## src/rtl/rxq_pkg.sv

```systemverilog
package rxq_pkg;
  typedef struct packed {
    logic thr_hit;
    logic full_evt;
    logic ovf;
  } rxq_stat_t;

  typedef struct packed {
    logic thr;
    logic full;
    logic ovf;
  } rxq_clr_t;
endpackage

```

## src/rtl/rxq_mem.sv

```systemverilog
module rxq_mem #(
  parameter int DEPTH = 32,
  parameter int DW    = 8,
  localparam int AW   = $clog2(DEPTH)
) (
  input  logic          clk_i,
  input  logic          wr_en_i,
  input  logic [AW-1:0] wr_ptr_i,
  input  logic [DW-1:0] wr_data_i,
  input  logic [AW-1:0] rd_ptr_i,
  output logic [DW-1:0] rd_data_o
);
  logic [DW-1:0] cell_w [DEPTH];

  for (genvar i = 0; i < DEPTH; i++) begin : g_cell
    logic [DW-1:0] cell_q;
    always_ff @(posedge clk_i) begin
      if (wr_en_i && (wr_ptr_i == AW'(i))) cell_q <= wr_data_i;
    end
    assign cell_w[i] = cell_q;
  end

  assign rd_data_o = cell_w[rd_ptr_i];
endmodule

```

## src/rtl/rxq_ctrl.sv

```systemverilog
module rxq_ctrl #(
  parameter int DEPTH = 32,
  localparam int AW   = $clog2(DEPTH),
  localparam int CW   = $clog2(DEPTH + 1)
) (
  input  logic          clk_i,
  input  logic          rst_ni,
  input  logic          push_i,
  input  logic          pop_i,
  input  logic          clear_i,
  output logic          wr_en_o,
  output logic [AW-1:0] wr_ptr_o,
  output logic [AW-1:0] rd_ptr_o,
  output logic [CW-1:0] cnt_q_o,
  output logic [CW-1:0] cnt_d_o
);
  localparam logic [CW-1:0] FULL_CNT = CW'(DEPTH);
  localparam logic [AW-1:0] LAST_IDX = AW'(DEPTH - 1);

  logic [AW-1:0] wr_ptr_q, rd_ptr_q;
  logic [CW-1:0] cnt_q, cnt_d;
  logic          do_push, do_pop, is_full, is_empty;

  assign is_full  = (cnt_q == FULL_CNT);
  assign is_empty = (cnt_q == '0);
  assign do_pop   = pop_i && !is_empty && !clear_i;
  // a pop frees the slot the same-cycle push needs
  assign do_push  = push_i && (!is_full || do_pop) && !clear_i;

  always_comb begin
    cnt_d = cnt_q;
    if (clear_i)                cnt_d = '0;
    else if (do_push && !do_pop) cnt_d = cnt_q + 1'b1;
    else if (do_pop && !do_push) cnt_d = cnt_q - 1'b1;
  end

  always_ff @(posedge clk_i or negedge rst_ni) begin
    if (!rst_ni) begin
      wr_ptr_q <= '0;
      rd_ptr_q <= '0;
      cnt_q    <= '0;
    end else begin
      cnt_q <= cnt_d;
      if (clear_i) begin
        wr_ptr_q <= '0;
        rd_ptr_q <= '0;
      end else begin
        if (do_push) wr_ptr_q <= (wr_ptr_q == LAST_IDX) ? '0 : wr_ptr_q + 1'b1;
        if (do_pop)  rd_ptr_q <= (rd_ptr_q == LAST_IDX) ? '0 : rd_ptr_q + 1'b1;
      end
    end
  end

  assign wr_en_o  = do_push;
  assign wr_ptr_o = wr_ptr_q;
  assign rd_ptr_o = rd_ptr_q;
  assign cnt_q_o  = cnt_q;
  assign cnt_d_o  = cnt_d;

  assert_clear_empties_R10: assert property (@(posedge clk_i) disable iff (!rst_ni)
    clear_i |=> (cnt_q == '0) && (rd_ptr_q == wr_ptr_q));
  assert_empty_pop_ignored_R3: assert property (@(posedge clk_i) disable iff (!rst_ni)
    (pop_i && !push_i && !clear_i && is_empty) |=> (cnt_q == '0) && $stable(rd_ptr_q));
  assert_full_push_dropped_R4: assert property (@(posedge clk_i) disable iff (!rst_ni)
    (push_i && !pop_i && !clear_i && is_full) |=> (cnt_q == FULL_CNT) && $stable(wr_ptr_q));
  assert_push_pop_hold_R5: assert property (@(posedge clk_i) disable iff (!rst_ni)
    (push_i && pop_i && !clear_i && !is_empty) |=> $stable(cnt_q));
  assert_count_range_R11: assert property (@(posedge clk_i) disable iff (!rst_ni)
    cnt_q <= FULL_CNT);
endmodule

```

## src/rtl/rxq_stat.sv

```systemverilog
module rxq_stat
  import rxq_pkg::*;
#(
  parameter int DEPTH = 32,
  localparam int CW   = $clog2(DEPTH + 1)
) (
  input  logic          clk_i,
  input  logic          rst_ni,
  input  logic [CW-1:0] cnt_q_i,
  input  logic [CW-1:0] cnt_d_i,
  input  logic [CW-1:0] thr_i,
  input  logic          last_en_i,
  input  logic          push_i,
  input  logic          pop_i,
  input  logic          clear_i,
  input  rxq_clr_t      clr_i,
  output rxq_stat_t     stat_o,
  output logic          nack_o
);
  localparam logic [CW-1:0] FULL_CNT = CW'(DEPTH);

  rxq_stat_t stat_q, set_w;
  logic      full_now;

  assign full_now         = (cnt_q_i == FULL_CNT);
  // crossing from below only
  assign set_w.thr_hit    = (cnt_q_i < thr_i) && (cnt_d_i == thr_i);
  assign set_w.full_evt   = !full_now && (cnt_d_i == FULL_CNT);
  assign set_w.ovf        = push_i && !pop_i && !clear_i && full_now;

  always_ff @(posedge clk_i or negedge rst_ni) begin
    if (!rst_ni) begin
      stat_q <= '0;
    end else begin
      stat_q.thr_hit  <= set_w.thr_hit  || (stat_q.thr_hit  && !clr_i.thr);
      stat_q.full_evt <= set_w.full_evt || (stat_q.full_evt && !clr_i.full);
      stat_q.ovf      <= set_w.ovf      || (stat_q.ovf      && !clr_i.ovf);
    end
  end

  assign stat_o = stat_q;
  assign nack_o = last_en_i && ((cnt_q_i + 1'b1) == thr_i);

  assert_thr_from_below_R6: assert property (@(posedge clk_i) disable iff (!rst_ni)
    $rose(stat_q.thr_hit) |-> ($past(cnt_q_i) < $past(thr_i)) && (cnt_q_i == $past(thr_i)));
  assert_thr_sticky_R7: assert property (@(posedge clk_i) disable iff (!rst_ni)
    (stat_q.thr_hit && !clr_i.thr) |=> stat_q.thr_hit);
  assert_no_overflow_R4: assert property (@(posedge clk_i) disable iff (!rst_ni)
    (push_i && !pop_i && !clear_i && full_now) |=> stat_q.ovf);
  assert_full_evt_R9: assert property (@(posedge clk_i) disable iff (!rst_ni)
    $rose(stat_q.full_evt) |-> (cnt_q_i == FULL_CNT) && ($past(cnt_q_i) != FULL_CNT));
endmodule

```

## src/rtl/rx_byte_queue.sv

```systemverilog
module rx_byte_queue
  import rxq_pkg::*;
#(
  parameter int DEPTH = 32,
  parameter int DW    = 8,
  localparam int AW   = $clog2(DEPTH),
  localparam int CW   = $clog2(DEPTH + 1)
) (
  input  logic          clk_i,
  input  logic          rst_ni,
  input  logic          push_i,
  input  logic [DW-1:0] push_data_i,
  input  logic          pop_i,
  output logic [DW-1:0] rd_data_o,
  input  logic [CW-1:0] thr_i,
  input  logic          last_en_i,
  input  logic          clear_i,
  input  logic          thr_clr_i,
  input  logic          full_clr_i,
  input  logic          ovf_clr_i,
  output logic [CW-1:0] count_o,
  output logic          empty_o,
  output logic          full_o,
  output logic          thr_hit_o,
  output logic          full_evt_o,
  output logic          ovf_o,
  output logic          nack_o
);
  localparam logic [CW-1:0] FULL_CNT = CW'(DEPTH);

  logic          wr_en;
  logic [AW-1:0] wr_ptr, rd_ptr;
  logic [CW-1:0] cnt_q, cnt_d;
  logic [DW-1:0] head;
  rxq_stat_t     stat;
  rxq_clr_t      clr;

  assign clr = '{thr: thr_clr_i, full: full_clr_i, ovf: ovf_clr_i};

  rxq_ctrl #(.DEPTH(DEPTH)) i_ctrl (
    .clk_i, .rst_ni, .push_i, .pop_i, .clear_i,
    .wr_en_o(wr_en), .wr_ptr_o(wr_ptr), .rd_ptr_o(rd_ptr),
    .cnt_q_o(cnt_q), .cnt_d_o(cnt_d)
  );

  rxq_mem #(.DEPTH(DEPTH), .DW(DW)) i_mem (
    .clk_i, .wr_en_i(wr_en), .wr_ptr_i(wr_ptr), .wr_data_i(push_data_i),
    .rd_ptr_i(rd_ptr), .rd_data_o(head)
  );

  rxq_stat #(.DEPTH(DEPTH)) i_stat (
    .clk_i, .rst_ni, .cnt_q_i(cnt_q), .cnt_d_i(cnt_d), .thr_i, .last_en_i,
    .push_i, .pop_i, .clear_i, .clr_i(clr), .stat_o(stat), .nack_o
  );

  assign count_o    = cnt_q;
  assign empty_o    = (cnt_q == '0);
  assign full_o     = (cnt_q == FULL_CNT);
  assign rd_data_o  = empty_o ? '1 : head;
  assign thr_hit_o  = stat.thr_hit;
  assign full_evt_o = stat.full_evt;
  assign ovf_o      = stat.ovf;

  assert_nack_completes_group_R8: assert property (@(posedge clk_i) disable iff (!rst_ni)
    (nack_o && push_i && !pop_i && !clear_i) |=> (count_o == $past(thr_i)));
  assert_empty_reads_ff_R3: assert property (@(posedge clk_i) disable iff (!rst_ni)
    empty_o |-> (rd_data_o == '1));
endmodule

```

## config.mk

```make
export PLATFORM = sky130hd
export DESIGN_NAME = rx_byte_queue
export DESIGN_NICKNAME = d
export VERILOG_FILES = /design/src/rtl/rxq_pkg.sv /design/src/rtl/rxq_mem.sv /design/src/rtl/rxq_ctrl.sv /design/src/rtl/rxq_stat.sv /design/src/rtl/rx_byte_queue.sv
export SDC_FILE = /design/constraint.sdc
export NUM_CORES = 1
export LEC_CHECK = 0
export ABC_AREA = 1
export BUFFER_PORTS_ARGS = -buffer_cell sky130_fd_sc_hd__clkbuf_2
export CAP_MARGIN = 20
export CORE_MARGIN = 3
export CORE_UTILIZATION = 62
export CTS_CLUSTER_DIAMETER = 100
export DETAILED_ROUTE_END_ITERATION = 16
export HOLD_SLACK_MARGIN = 0.02
export PLACE_DENSITY = 0.82
export SKIP_LAST_GASP = 1
export SLEW_MARGIN = 25
export SYNTH_ARGS = -nofsm -noshare
export SYNTH_HDL_FRONTEND = slang
export SYNTH_SLANG_ARGS = --single-unit
```

## constraint.sdc

```tcl
create_clock -name clk_i -period 2.8 [get_ports clk_i]
set_input_delay 0.56 -clock clk_i [delete_from_list [all_inputs] [get_ports clk_i]]
set_output_delay 0.56 -clock clk_i [all_outputs]
set_load 0.01 [all_outputs]
```

* Yosys cells after proc, flatten, opt, wreduce, memory -nomap -nowiden *
Index checks and enable logic that the tools add are counted.

operators by class
  eq/ne operators = 36
  mux-type cells = 13
  add/sub/neg operators = 4
  bitwise logic cells = 1
  reductions and logical operators = 64
  $lt $le $gt $ge = 2

operators by type and width
  kind                   number
  $eq A5 B5 Y1 const B   17
  $logic_and A1 B1 Y1    47
  $bmux W8 S5            1
  $eq A5 B4 Y1 const B   8
  $mux W5                6
  $mux W8                3
  $eq A5 B3 Y1 const B   4
  $mux W6                3
  $eq A6 B6 Y1           2
  $eq A6 B6 Y1 const B   2
  $add A5 B1 Y5 const B  2
  $eq A5 B2 Y1 const B   2
  $logic_not A1 Y1       9
  $add A6 B1 Y6 const B  1
  $ge A6 B6 Y1 const B   1
  $logic_not A6 Y1       1
  $lt A6 B6 Y1           1
  $not A5 Y6             1
  $sub A6 B1 Y6 const B  1
  $eq A5 B1 Y1 const B   1
  $logic_not A5 Y1       1
  $logic_or A1 B1 Y1     4
  $reduce_bool A2 Y1     2

storage, ports and cells
  flip-flop bits (word level) = 275
  logic and storage cells = 158
  bits of input ports = 23

* Longest topological paths before layout *
  word-level depth = 15
  mapped depth = 15
  mapped depth without buffers = 14

* Hierarchy *
A second synthesis with hierarchy kept.

unflattened totals
  cell total of the unflattened synthesis = 1212
  area total of the unflattened synthesis = 12524.5 um^2

by module, submodules not included
  module         cells each  sequential area each (um^2)  area an instance (um^2)  times used
  rxq_mem        932         7687.4                       10671.5                  1
  rxq_ctrl       144         400.4                        1134.8                   1
  rxq_stat       111         75.1                         613.1                    1
  rx_byte_queue  25          0.0                          105.1                    1

* Worst setup path after synthesis *
OpenSTA, ideal clock, no wires.

  path kind = reg-to-reg
  from = register i_ctrl.cnt_q[0], in the netlist i_ctrl.cnt_q_o[0]
  to = register i_mem.g_cell[29].cell_q[0] (enable)
  arrival = 2044 ps
  path buffers = 1
  cell stages (with the launch flop) = 13
  setup slack = 386 ps
  cell sequence = dfrtp_1 > inv_1 > ha_1 > inv_1 > nor2_1 > nand3_2 > inv_1 > nand2_1 > nand2_1 > nor2_4 > nand2_2 > buf_2 > nor2_1

between the ends
  elaborated cells on any way between the ends = 10
  those cells by class = eq/ne: 1; reduce/logical: 9

RTL lines
  element                           line                 RTL
  start, declared                   rxq_ctrl.sv:21       logic [CW-1:0] cnt_q, cnt_d;
  start signal, assigned            rxq_ctrl.sv:43       cnt_q <= cnt_d;
  $eq A6 B6 Y1                      --
  named net full_o                  rx_byte_queue.sv:23  output logic full_o,
  $logic_not A1 Y1                  rxq_ctrl.sv:28       assign do_push = push_i && (!is_full || do_pop) && !clear_i;
  $logic_or A1 B1 Y1                rxq_ctrl.sv:28
  $logic_and A1 B1 Y1 (2 in a row)  rxq_ctrl.sv:28
  $logic_and A1 B1 Y1               rxq_mem.sv:18        if (wr_en_i && (wr_ptr_i == AW'(i))) cell_q <= wr_data_i;
  end signal, assigned              rxq_mem.sv:18
  end, declared                     rxq_mem.sv:16        logic [DW-1:0] cell_q;

The timed path passes the listed nets, and every way through them passes these cells.
A chain may end at the register's enable or synchronous reset.

* Worst setup path in the final report *
  from = register i_ctrl.rd_ptr_q[0], in the netlist i_ctrl.rd_ptr_o[0]
  to = output rd_data_o[1]

between the ends
  word-level cells in the longest chain between the ends = 5

ends and longest elaborated chain
  element                                     line                 RTL
  start, declared                             rxq_ctrl.sv:20       logic [AW-1:0] wr_ptr_q, rd_ptr_q;
  start signal, assigned                      rxq_ctrl.sv:49       if (do_pop) rd_ptr_q <= (rd_ptr_q == LAST_IDX) ? '0 : rd_ptr_q + 1'b1;
  $not A5 Y6 (implied by the code)            rxq_mem.sv:23        assign rd_data_o = cell_w[rd_ptr_i];
  $bmux W8 S5                                 rxq_mem.sv:23
  $mux W8 (implied by the code) (2 in a row)  rxq_mem.sv:23
  $mux W8                                     rx_byte_queue.sv:59  assign rd_data_o = empty_o ? '1 : head;
  end, declared                               rx_byte_queue.sv:14  output logic [DW-1:0] rd_data_o,

Every way passes these cells. The select of a mux whose other input is x is not followed.

==> run metrics <==
Clk pin slew, worst setup/hold paths=around 0.070 ns; Cells after Synth=about 980; Mapped Nets=approximately 1000; run status=complete, but fails checks; signal arrival time at the worst endpoint=2.52 ns; Post-route DRC=0; Post-layout nets=1103; Area Growth Syn to Fin=21.1%; CTS buffer count=26; maximum vdd drop=0.476 mV; area occupied by multi-input gates=3540 um^2; PortBufs=between 40 and 50; WHS=0.0237 ns; CTS Sinks=275; sequential area share after synthesis=0.694; DR vias/cell=just under 7; Final Setup Violations=8; antenna viol nets, final=0; final worst path period need=between 3 and 4 ns; Final Wtd Congestion=0.914; Min-Delay Path Class=in -> async; TritonCTS clock tree=yes; # diodes=0; HPWL after detailed placement=roughly 18 mm; I/O pin cnt=43; dpl ws=0.291 ns; post-placement cell area=between 10000 and 15000 um^2; Hold Violations, Final=0; Layout Skew=0.0214 ns; final wirelength=between 30 and 40 mm; initial antenna violation count=0; Design Area, Final=14200 um^2; Core Area=18300 um^2; kind of critical path=reg -> out; die height=144 um; register area=8170 um^2; Worst Tran Pin Value=0.834 ns; First-pass DRT Iterations=6; share of cells above drive strength 1=0.240; H-tree depth=1; FP Rows=49; DIE AREA=around 21000 um^2; cts-stage hold buffer count=0; fin. max-slew vios=0; synthesized area per cell=12.0 um^2; CP required=between 2 and 2.5 ns; failing checks=setup timing; Clock Latency Late Sink=0.54 ns; post-route setup slack=-0.285 ns; Root Driver=clkbuf_16; vias in the first global route=8645; Avg WL per Cell=approximately 27 um; Max Cap Viol=0; startpoint types=register; register-to-register setup slack=a little over 0.4 ns; most frequent cells in the layout=edfxtp_1, nor2_1, nand2_1; Cell Area, Synth=11800 um^2; RSZ-0062 raised after global routing=true; achievable clock frequency=0.324 GHz; Max clock buf depth=3; GRT overflow=0; Ys Warns=0; FILL cells=975; final worst-path cycle share=1.10; P_leak=about 5.1 nW; initial core utilization=0.644; largest net degree at the start of global routing=50; commonest non-fill, non-tap cell in the layout=edfxtp_1; endpoint class of the critical path=output pin; Synth cell types=32; post-synthesis register bit count=275; 1st-iter DRT viols=1331; Die Span X=144 um; relative slew slack=0.444; vias=around 9000; CP Max Fanout=18; Pwr per Cell Area=about 760 nW/um^2; Util after Layout=0.780; GR Util All Layers=0.331; global-route wire length before repair=50.9 mm
## state kept, by name, summed over array words and instances (netlist names)
name	count
i_mem.g_cell.cell_q	256
i_ctrl.cnt_q_o	6
i_ctrl.rd_ptr_o	5
i_ctrl.wr_ptr_o	5
i_stat.stat_o	3
## routing by layer
metal  share of wire  vias up  global-route usage
met2            0.47      823               0.525
met5               0        -                   0
li1                -     3769                   -
met4           0.054        0               0.146
met1            0.34     4229               0.445
met3            0.14      169              0.0732
## area by class of cell
type	count	area share
repair buffers	118	0.0839
inverters	45	0.0130
well taps	229	0.0201
clock buffers	36	0.0512
clock inverters	12	0.00922
flip-flops and latches	275	0.574
multi-input cells	597	0.248
repair inverters	1	0.000615
## repair_timing
action                                  4_1_cts  5_1_grt
setup buffers                                16        1
resized for setup                           102       76
cloned                                       10        3
pin swaps                                    32       32
endpoints found under the setup margin        9        9
## critical path, stage by stage, from the launching register on
cell	delay, ns
dfrtp_4	0.56
clkinv_8	0.14
buf_12	0.16
buf_16	0.16
nor2_1	0.12
o221ai_1	0.15
o211ai_1	0.21
nand3_1	0.14
nand2_1	0.13
nand2_1	0.06
buf_2	0.14
## power by group
group          leakage, nW  switching, mW  internal, mW  total [mW]
logic                 2.12           1.70         0.990        2.69
registers             2.55         0.0686          4.54        4.61
clock network        0.426           1.48          2.09        3.57
total                 5.10           3.24          7.62        10.9
## cell usage after synthesis
master | number | share of area
o21bai_1 | 1 | 0.00064
ha_1 | 16 | 0.017
o21ai_0 | 136 | 0.058
nand2_2 | 3 | 0.0016
o211ai_1 | 7 | 0.0045
clkinv_1 | 3 | 0.00096
nor2_1 | 180 | 0.057
nand4_4 | 2 | 0.0036
a2111oi_0 | 1 | 0.00074
buf_6 | 2 | 0.0019
a211oi_1 | 1 | 0.00064
nor2_4 | 2 | 0.0019
nand3_2 | 4 | 0.0034
o2111ai_1 | 1 | 0.00074
buf_4 | 2 | 0.0013
o22ai_1 | 10 | 0.0053
nand3_1 | 68 | 0.029
a21oi_1 | 4 | 0.0017
nor2_2 | 4 | 0.0021
o221ai_1 | 58 | 0.043
a41oi_1 | 1 | 0.00074
nor3_1 | 1 | 0.00043
nand2_1 | 83 | 0.026
dfrtp_1 | 19 | 0.040
nand4_1 | 4 | 0.0021
edfxtp_1 | 256 | 0.65
inv_2 | 3 | 0.00096
xor2_1 | 8 | 0.0060
o32ai_1 | 2 | 0.0015
inv_1 | 39 | 0.012
buf_2 | 17 | 0.0072
clkbuf_1 | 40 | 0.013
## cells by family (layout without fill, tap and decap cells)
family,count (synthesis),count (layout),synth area share
simple gates,351,351,0.128
fa+ha+maj,16,16,0.0170
buf+inv,106,212,0.0375
xor+xnor,8,8,0.00596
flops,275,275,0.694
compound gates,222,222,0.118
## worst paths after layout
kind,from,endpoint,cells after the start
max,i_ctrl.rd_ptr_o[0],rd_data_o[1],10
min,rst_ni,i_ctrl.rd_ptr_o[1],1
max reg2reg,i_ctrl.cnt_q_o[0],i_mem.g_cell[11].cell_q[6],12
min reg2reg,i_stat.stat_o[2],i_stat.stat_o[2],2
max in group asynchronous,rst_ni,i_ctrl.rd_ptr_o[0],1
min in group clk_i,ovf_clr_i,i_stat.stat_o[0],2
## through the flow
step / cells / setup TNS (ns) / power, mW
5_1_grt: 1313 / -2.15 / 11.2
6_report: 1313 / -1.74 / 10.9
3_3_place_gp: 1235 / 0 / 6.42
3_5_place_dp: 1235 / 0 / 6.49
2_1_floorplan: 978 / 0 / 5.82
4_1_cts: 1309 / -0.658 / 10.5
Note: power is estimated with default switching activity, not from simulation.
